===== src/rtl/irdp_pkg.sv =====
package irdp_pkg;

  typedef enum logic [1:0] {
    A_CTRL = 2'd0,
    A_DLEN = 2'd1,
    A_PLEN = 2'd2,
    A_STAT = 2'd3
  } addr_e;

  // control bit positions
  localparam int C_EN        = 0;
  localparam int C_INV       = 1;
  localparam int C_BUF       = 2;
  localparam int C_RUN       = 3;
  localparam int C_SRST      = 4;
  localparam int C_IE_PULSE  = 5;
  localparam int C_IE_PERIOD = 6;

  // status bit positions
  localparam int S_PULSE  = 0;
  localparam int S_PERIOD = 1;
  localparam int S_PBUSY  = 8;
  localparam int S_DBUSY  = 9;
  localparam int S_RUN    = 10;

  localparam int NUM_LEN = 2;
  localparam int LEN_D   = 0;
  localparam int LEN_P   = 1;

  typedef struct packed {
    logic en;
    logic inv;
    logic bufen;
    logic run;
    logic ie_pulse;
    logic ie_period;
  } ctrl_t;

endpackage


===== src/rtl/irdp_lenbuf.sv =====
module irdp_lenbuf #(
  parameter int W          = 16,
  parameter bit BLOCK_BUSY = 1'b1
) (
  input  logic         clk,
  input  logic         rst_n,
  input  logic         srst,
  input  logic         wr,
  input  logic [W-1:0] wdata,
  input  logic         buffered,
  input  logic         xfer,
  output logic [W-1:0] work,
  output logic [W-1:0] shadow,
  output logic         busy
);

  logic accept;
  assign accept = wr && !(BLOCK_BUSY && busy);

  always_ff @(posedge clk or negedge rst_n) begin
    if (!rst_n) begin
      work   <= '0;
      shadow <= '0;
      busy   <= 1'b0;
    end else begin
      if (accept) begin
        shadow <= wdata;
        if (buffered) begin
          busy <= 1'b1;
        end else begin
          work <= wdata;
          busy <= 1'b0;
        end
      end else if (busy && (xfer || !buffered)) begin
        work <= shadow;
        busy <= 1'b0;
      end
      if (srst) busy <= 1'b0;
    end
  end


  hold_work_chk: assert property (@(posedge clk) disable iff (!rst_n)
    (busy && buffered && !xfer) |=> $stable(work));


  no_busy_chk: assert property (@(posedge clk) disable iff (!rst_n)
    !buffered |=> !busy);

  generate
    if (BLOCK_BUSY) begin : g_block

      busy_block_chk: assert property (@(posedge clk) disable iff (!rst_n)
        (busy && wr) |=> $stable(shadow));
    end
  endgenerate

endmodule


===== src/rtl/irdp_core.sv =====
module irdp_core #(
  parameter int CNT_W = 16
) (
  input  logic             clk,
  input  logic             rst_n,
  input  logic             srst,
  input  logic             run_req,
  input  logic             inv,
  input  logic [CNT_W-1:0] dlen_w,
  input  logic [CNT_W-1:0] plen_w,
  output logic [CNT_W-1:0] cnt,
  output logic             running,
  output logic             wrap,
  output logic             pulse_end,
  output logic             data_out
);

  function automatic logic f_wrap(input logic [CNT_W-1:0] c, input logic [CNT_W-1:0] len);
    return c >= len;
  endfunction

  function automatic logic f_active(input logic [CNT_W-1:0] c, input logic [CNT_W-1:0] len);
    return c <= len;
  endfunction

  logic active;

  assign wrap      = running && f_wrap(cnt, dlen_w);
  assign pulse_end = running && (cnt == plen_w);
  assign active    = running && f_active(cnt, plen_w);
  assign data_out  = active ^ inv;

  always_ff @(posedge clk or negedge rst_n) begin
    if (!rst_n) begin
      running <= 1'b0;
      cnt     <= '0;
    end else if (srst || !run_req) begin
      running <= 1'b0;
      cnt     <= '0;
    end else if (!running) begin
      running <= 1'b1;
      cnt     <= '0;
    end else if (wrap) begin
      cnt <= '0;
    end else begin
      cnt <= cnt + 1'b1;
    end
  end


  wrap_restart_chk: assert property (@(posedge clk) disable iff (!rst_n)
    (wrap && run_req && !srst) |=> (running && cnt == '0));


  start_chk: assert property (@(posedge clk) disable iff (!rst_n)
    (run_req && !running && !srst) |=> (running && cnt == '0));


  stop_chk: assert property (@(posedge clk) disable iff (!rst_n)
    !run_req |=> !running);


  first_active_chk: assert property (@(posedge clk) disable iff (!rst_n)
    (running && cnt == '0) |-> (data_out != inv));

endmodule


===== src/rtl/irdp_regs.sv =====
module irdp_regs
  import irdp_pkg::*;
#(
  parameter int DW = 16
) (
  input  logic          clk,
  input  logic          rst_n,
  input  logic          wen,
  input  logic [1:0]    addr,
  input  logic [DW-1:0] wdata,
  input  logic          evt_pulse,
  input  logic          evt_period,
  input  logic          running,
  input  logic          dbusy,
  input  logic          pbusy,
  input  logic [DW-1:0] dlen_rd,
  input  logic [DW-1:0] plen_rd,
  output logic [DW-1:0] rdata,
  output ctrl_t         ctrl,
  output logic          srst,
  output logic          wr_dlen,
  output logic          wr_plen,
  output logic          irq
);

  logic [1:0] flags;
  logic [1:0] clr;
  logic [1:0] set;
  logic       ctrl_wr;

  assign ctrl_wr = wen && (addr == A_CTRL);
  assign srst    = ctrl_wr && wdata[C_SRST];
  assign wr_dlen = wen && (addr == A_DLEN) && ctrl.en;
  assign wr_plen = wen && (addr == A_PLEN) && ctrl.en;
  assign clr     = (wen && addr == A_STAT) ? {wdata[S_PERIOD], wdata[S_PULSE]} : 2'b00;
  assign set     = {evt_period, evt_pulse};

  always_ff @(posedge clk or negedge rst_n) begin
    if (!rst_n) begin
      ctrl <= '0;
    end else if (ctrl_wr) begin
      ctrl.en        <= wdata[C_EN];
      ctrl.inv       <= wdata[C_INV];
      ctrl.bufen     <= wdata[C_BUF];
      ctrl.run       <= wdata[C_RUN] & ~wdata[C_SRST];
      ctrl.ie_pulse  <= wdata[C_IE_PULSE];
      ctrl.ie_period <= wdata[C_IE_PERIOD];
    end
  end

  always_ff @(posedge clk or negedge rst_n) begin
    if (!rst_n)    flags <= 2'b00;
    else if (srst) flags <= 2'b00;
    else           flags <= (flags & ~clr) | set;
  end

  assign irq = (flags[0] && ctrl.ie_pulse) || (flags[1] && ctrl.ie_period);

  always_comb begin
    rdata = '0;
    unique case (addr)
      A_CTRL: begin
        rdata[C_EN]        = ctrl.en;
        rdata[C_INV]       = ctrl.inv;
        rdata[C_BUF]       = ctrl.bufen;
        rdata[C_RUN]       = ctrl.run;
        rdata[C_IE_PULSE]  = ctrl.ie_pulse;
        rdata[C_IE_PERIOD] = ctrl.ie_period;
      end
      A_DLEN: rdata = dlen_rd;
      A_PLEN: rdata = plen_rd;
      A_STAT: begin
        rdata[S_PULSE]  = flags[0];
        rdata[S_PERIOD] = flags[1];
        rdata[S_PBUSY]  = pbusy;
        rdata[S_DBUSY]  = dbusy;
        rdata[S_RUN]    = running;
      end
      default: rdata = '0;
    endcase
  end


  flag_set_chk: assert property (@(posedge clk) disable iff (!rst_n)
    (evt_period && !srst) |=> flags[1]);


  flag_clr_chk: assert property (@(posedge clk) disable iff (!rst_n)
    (clr[0] && !evt_pulse && !srst) |=> !flags[0]);


  srst_chk: assert property (@(posedge clk) disable iff (!rst_n)
    srst |=> (flags == 2'b00 && !ctrl.run));

endmodule


===== src/rtl/irdp_gen.sv =====
module irdp_gen
  import irdp_pkg::*;
#(
  parameter int CNT_W = 16
) (
  input  logic             clk,
  input  logic             rst_n,
  input  logic             reg_wen,
  input  logic [1:0]       reg_addr,
  input  logic [CNT_W-1:0] reg_wdata,
  output logic [CNT_W-1:0] reg_rdata,
  output logic             data_out,
  output logic             irq
);

  ctrl_t            ctrl;
  logic             srst;
  logic             running;
  logic             wrap;
  logic             pulse_end;
  logic [CNT_W-1:0] cnt;
  logic             run_req;

  logic             lb_wr     [NUM_LEN];
  logic [CNT_W-1:0] lb_work   [NUM_LEN];
  logic [CNT_W-1:0] lb_shadow [NUM_LEN];
  logic             lb_busy   [NUM_LEN];

  assign run_req = ctrl.run && ctrl.en;

  irdp_regs #(.DW(CNT_W)) regs_i (
    .clk        (clk),
    .rst_n      (rst_n),
    .wen        (reg_wen),
    .addr       (reg_addr),
    .wdata      (reg_wdata),
    .evt_pulse  (pulse_end),
    .evt_period (wrap),
    .running    (running),
    .dbusy      (lb_busy[LEN_D]),
    .pbusy      (lb_busy[LEN_P]),
    .dlen_rd    (lb_shadow[LEN_D]),
    .plen_rd    (lb_shadow[LEN_P]),
    .rdata      (reg_rdata),
    .ctrl       (ctrl),
    .srst       (srst),
    .wr_dlen    (lb_wr[LEN_D]),
    .wr_plen    (lb_wr[LEN_P]),
    .irq        (irq)
  );

  generate
    for (genvar g = 0; g < NUM_LEN; g++) begin : g_len
      irdp_lenbuf #(.W(CNT_W), .BLOCK_BUSY(g == LEN_D)) lb_i (
        .clk      (clk),
        .rst_n    (rst_n),
        .srst     (srst),
        .wr       (lb_wr[g]),
        .wdata    (reg_wdata),
        .buffered (ctrl.bufen && running),
        .xfer     (wrap),
        .work     (lb_work[g]),
        .shadow   (lb_shadow[g]),
        .busy     (lb_busy[g])
      );
    end
  endgenerate

  irdp_core #(.CNT_W(CNT_W)) core_i (
    .clk       (clk),
    .rst_n     (rst_n),
    .srst      (srst),
    .run_req   (run_req),
    .inv       (ctrl.inv),
    .dlen_w    (lb_work[LEN_D]),
    .plen_w    (lb_work[LEN_P]),
    .cnt       (cnt),
    .running   (running),
    .wrap      (wrap),
    .pulse_end (pulse_end),
    .data_out  (data_out)
  );


  wr_gate_chk: assert property (@(posedge clk) disable iff (!rst_n)
    (reg_wen && reg_addr == A_DLEN && !ctrl.en) |=> $stable(lb_shadow[LEN_D]));


  idle_level_chk: assert property (@(posedge clk) disable iff (!rst_n)
    !running |-> (data_out == ctrl.inv));

endmodule


===== config.mk =====
export PLATFORM = sky130hd
export DESIGN_NAME = irdp_gen
export DESIGN_NICKNAME = d
export VERILOG_FILES = /design/src/rtl/irdp_pkg.sv /design/src/rtl/irdp_lenbuf.sv /design/src/rtl/irdp_core.sv /design/src/rtl/irdp_regs.sv /design/src/rtl/irdp_gen.sv
export SDC_FILE = /design/constraint.sdc
export NUM_CORES = 1
export LEC_CHECK = 0
export BUFFER_PORTS_ARGS = -buffer_cell sky130_fd_sc_hd__buf_2
export CAP_MARGIN = 0
export CORE_UTILIZATION = 49
export CTS_BUF_LIST = sky130_fd_sc_hd__clkbuf_2
export DETAILED_ROUTE_END_ITERATION = 8
export PLACE_DENSITY = 0.67
export SLEW_MARGIN = 30
export SYNTH_ARGS = -nofsm -noshare
export SYNTH_HDL_FRONTEND = slang
export SYNTH_SLANG_ARGS = --single-unit

===== constraint.sdc =====
create_clock -name clk -period 2.85 [get_ports clk]
set_clock_uncertainty 0.1 [all_clocks]
set_input_delay 0.855 -clock clk [delete_from_list [all_inputs] [get_ports clk]]
set_output_delay 0.855 -clock clk [all_outputs]
set_load 0.005 [all_outputs]

### Word-level counts from Yosys, hierarchy flattened

Index checks and enable logic that the tools add are counted.

* add/subtract/negate cells: 1
* $lt $le $gt $ge: 2
* equal/unequal tests: 6
* muxes and demuxes: 25
* bitwise operators: 6
* reduce and logical (&&, ||, !) cells: 30

Operator list (number)
* 16-bit two-way mux: 8
* 1-bit logical AND: 17
* 16-bit by 1-bit adder with 16-bit output, second input constant: 1
* 16-bit == test: 1
* 16-bit greater-or-equal comparator: 1
* 16-bit <= comparator: 1
* 2-bit one-hot mux with 3 select lines: 2
* 5-bit one-hot mux with 2 select lines: 1
* 3-bit one-hot mux with 3 select lines: 1
* 1-bit two-way mux: 8
* 2-bit one-hot mux with 4 select lines: 1
* 3-bit nonzero test: 2
* 2-bit == test, second input constant: 2
* 2-bit two-way mux: 2
* 2-bit != test, second input constant: 2
* 1-bit one-hot mux with 2 select lines: 2
* 2-bit AND reduction: 2
* 2-bit nonzero test: 2
* 1-bit logical NOT: 3
* 1-bit logical OR: 3
* 2-bit bitwise AND: 1
* 2-bit by 1-bit == test with 1-bit output, second input constant: 1
* 2-bit logical NOT: 1
* 2-bit inverter: 1
* other kinds (4): 4

* flip-flop bits (word level): 91

### Longest topological paths before layout

* depth after elaboration: 7
* gate-level depth with buffers: 9
* mapped depth without buffers: 8

### By module

Synthesis repeated with hierarchy kept, for this count alone.

* cells, all modules: 420
* area, all modules: 5044.8 um^2

Modules (own cells, without submodules)
* irdp_core: instances 1, cells each 197, area an instance 1657.8 um^2
* irdp_lenbuf (g_len[0].lb_i): instances 1, cells each 75, area an instance 1353.8 um^2
* irdp_lenbuf (g_len[1].lb_i): instances 1, cells each 74, area an instance 1318.8 um^2
* irdp_regs: instances 1, cells each 72, area an instance 701.9 um^2
* irdp_gen: instances 1, cells each 2, area an instance 12.5 um^2

### Worst setup path before layout

OpenSTA, ideal clock, no wires.

* path kind: input -> output
* from: input port reg_addr[1]
* to: output port reg_rdata[1]
* arrival time: 1.882 ns
* required time: 1.895 ns
* slack: 0.013 ns
* stages: 6
* path buffers: 2
* path through: inv_1 -> ha_1 -> clkbuf_1 -> clkbuf_1 -> a222oi_1 -> mux2i_1

* cells in the longest elaborated chain, start to end: 2
* elaborated cells on any way between the ends: 5
* classes of those cells: eq/ne (3); mux (1); reduce/logical (1)

Ends and longest elaborated chain
* start, declared: line irdp_gen.sv:9 `input logic [1:0] reg_addr,`
* 2-bit == test (tied with other cells): line irdp_regs.sv:61 `unique case (addr)`
* 2-bit one-hot mux with 4 select lines *: line irdp_regs.sv:61
* end, declared: line irdp_gen.sv:11 `output logic [CNT_W-1:0] reg_rdata,`

Mark *: on every way between the ends. The rest lies on a longest branch, timed or not.

### Worst setup path after layout

* from: register core_i.cnt[1]
* to: output port data_out

* cells in the longest elaborated chain, start to end: 3

Ends and longest elaborated chain
* start, declared: line irdp_core.sv:11 `output logic [CNT_W-1:0] cnt,`
* start signal, assigned: line irdp_core.sv:46 `cnt <= cnt + 1'b1;`
* 16-bit <= comparator: line irdp_core.sv:23 `return c <= len;`
* 1-bit logical AND: line irdp_core.sv:30 `assign active = running && f_active(cnt, plen_w);`
* 1-bit XOR: line irdp_core.sv:31 `assign data_out = active ^ inv;`
* end, declared: line irdp_gen.sv:12 `output logic data_out,`

No other way between the ends.

==> impl_metrics.tcl <==
set metrics [dict create \
    status "finished, violations left" \
    failed_checks "negative setup slack" \
    tightest_slew_ps 425 \
    hold_violations 0 \
    p_per_area_nw_per_um2 689 \
    drive_gt1_frac 0.381 \
    area_growth_pct 24.3 \
    synth_commonest_cells "dfrtp_1, mux2_2, ha_1" \
    post-route-min-period_ps 3310 \
    synth_area_um2 4760 \
    nNetsFinal 555 \
    async_reset_ff_frac 1.00 \
    hold_ws_ps 54.3 \
    max_slew_margin 0.717 \
    vias 3481 \
    grt-ovfl-total 0 \
    nFillCells 726 \
    grt_usage 0.238 \
    cts_hold_repair.buffers 0 \
    cp-end-kind "output port" \
    path_class "flop to output port" \
    yosys-top-cells-area "dfrtp_1, mux2_2, ha_1" \
    power.static_leakage_uw 0.00274 \
    post-synth-top-area-cell "dfrtp_1" \
    crit_arrival_ps 2360 \
    ys_seq_area_frac 0.479 \
    clockRootBuffer "clkbuf_2" \
    multi_input_area_um2 2550 \
    critical-path-max-stage-delay_ps 460 \
    synth_edf_count 0 \
    routed_wl_um 11300 \
    cp_top_family "compound AO/OA/AOI/OAI gates" \
    synth_top_area_frac 0.479 \
    diodes 0 \
    die_x_um 101 \
    ys.flop_type "dfrtp_1" \
    seq_area_um2 2280 \
    syn_area_per_cell_um2 11.7 \
    rsz0062_at_grt "true" \
    grt_max_degree 63 \
    htree_levels 3 \
    wl_per_cell_um 18.0 \
    post-route-cell-area_um2 5910 \
    dpl.hpwl_um 8220 \
    slowest_stage "dfrtp_1" \
    cp_cell_sequence "ha_1 -> nor2b_1 -> o21a_1 -> o21ai_1 -> a21oi_1 -> o211ai_1 -> xnor2_1 -> buf_2" \
    worstSetupStartpoint "core_i.cnt[1]" \
    clk_path_buf_depth 2 \
    postRouteAntennaNets 0 \
    grt_pass1_vias 3570 \
    antenna_found_initial 0 \
    yosys.cell_types.count 40 \
    critPathRequiredTime_ps 1900 \
    hold_path.class "input port to asynchronous set/reset pin" \
    cts.clk_slew.worst_paths_ps 280 \
    final.period_utilization 1.16 \
    vias_per_cell 5.54 \
    insertion_delay_ps 580 \
    startpoint_type "flop" \
    dr.pass1.iters 5 \
    first_iter_violations 236 \
    grt_first_pass_wirelength_um 18000 \
    peakVddDrop_mv 0.253 \
    die-area_um2 10100 \
    cts_tree "done" \
    worstReg2RegStart "core_i.cnt[9]" \
    synth-seq-cells 91 \
    drc 0 \
    rows 35 \
    cts.sinks 91 \
    ios 39 \
    utilization 0.634 \
    gp_congestion 0.828 \
    core_area_um2 9330 \
    critPathBufInv 1 \
    cts_buffers 9 \
    fmaxAchievable_mhz 302 \
    synth_nets 468 \
    crit_fanout 2 \
    placed_area_um2 5360 \
    die_h_um 101 \
    setup_viol 1 \
    slew_violations 0 \
    drv_cap 0 \
    port_buffers 38 \
    synth_most_common_cell "dfrtp_1" \
    worst_slack_ps -460 \
    start_util 0.510 \
    synthCells 408 \
    synth_warnings 0 \
]
[per-stage QoR]
stage | power (uW) | std cells | TNS, ps | setup WS (ps)
2_1_floorplan | 2650 | 408 | 0 | 13.5
3_3_place_gp | 3030 | 603 | -2790 | -110
3_5_place_dp | 3100 | 603 | -4840 | -153
4_1_cts | 3960 | 627 | -478 | -478
5_1_grt | 4330 | 628 | -614 | -605
6_report | 4070 | 628 | -460 | -460
[area by class of cell]
class / count / area share
tap: 129 / 0.0273
clock inverter: 6 / 0.0161
sequential: 91 / 0.386
inverter: 37 / 0.0243
clock buffer: 9 / 0.00762
multi-input combinational: 269 / 0.431
timing repair buffer: 87 / 0.108
[placed cells by master (no fill, tap or decap), types with 4 or more instances in the layout]
cell,synthesis,routed
buf_2,0,35
xor2_1,11,11
inv_1,37,32
nor2b_1,9,9
xnor2_1,4,4
and3_1,5,5
o21ai_0,9,7
ha_4,0,12
dfrtp_1,91,90
buf_4,0,39
a21oi_2,0,4
nand4_1,6,6
nand3_1,13,13
clkbuf_2,0,9
nand2_1,19,18
a21oi_1,9,5
ha_1,39,26
a222oi_1,9,9
nor2_1,28,26
a22oi_1,7,7
buf_6,2,9
mux2_2,49,49
mux2_1,20,17
[path summary, 6_finish.rpt]
check	endpoint	slack (ps)	cells after the start
max	data_out	-460	8
min	g_len[1].lb_i.work[10]	50	1
max reg2reg	g_len[1].lb_i.work[14]	90	11
min in group clk	g_len[1].lb_i.shadow[8]	410	2
max in group asynchronous	g_len[1].lb_i.work[2]	1920	2
min reg2reg	g_len[0].lb_i.work[6]	430	1
[layer usage]
layer	part of all wire	track usage	routed length [um]	up-vias
li1	-	-	-	1631
met1	0.46	0.323	5210	1769
met2	0.49	0.383	5490	64
met3	0.037	0.0465	422	17
met4	0.015	0.0836	173	0
met5	0	0	0	-
[worst reg2reg max path, delay by kind of cell (launching register included)]
family	cells	cell delay [ps]
buffers and inverters	4	620
AOI/OAI and AO/OA	3	470
adders and majority gates	1	240
and+or+nand+nor	2	460
DFF	1	470
muxes	1	310
[flip-flops by register name (all words and copies together) (netlist names)]
| signal | flops |
|---|---|
| g_len.lb_i.shadow | 32 |
| g_len.lb_i.work | 32 |
| core_i.cnt | 16 |
| regs_i.ctrl | 6 |
| g_len.lb_i.busy | 2 |
| regs_i.flags | 2 |
| core_i.running | 1 |
[kinds of logic after synthesis]
logic type / after synthesis / share of synthesized area
compound gates: 52 / 0.0873
xor+xnor: 15 / 0.0276
fa+ha+maj: 39 / 0.103
buf+inv: 48 / 0.0410
flops: 91 / 0.479
mux: 72 / 0.170
simple gates: 91 / 0.0929
[report_power, final]
group / switching [uW] / leakage (uW) / internal [uW]
clock: 475 / 0.0000834 / 297
sequential: 228 / 0.00114 / 1680
combinational: 694 / 0.00151 / 696
[what timing repair did]
item                                   CTS  global route
buffers inserted                         9             2
pin swaps                               18            16
setup endpoints to repair               49            40
gates resized for setup                 38            30
endpoints found under the hold margin    0             0
cloned                                   0             1
No activity file was read; power rests on OpenSTA's default activity.
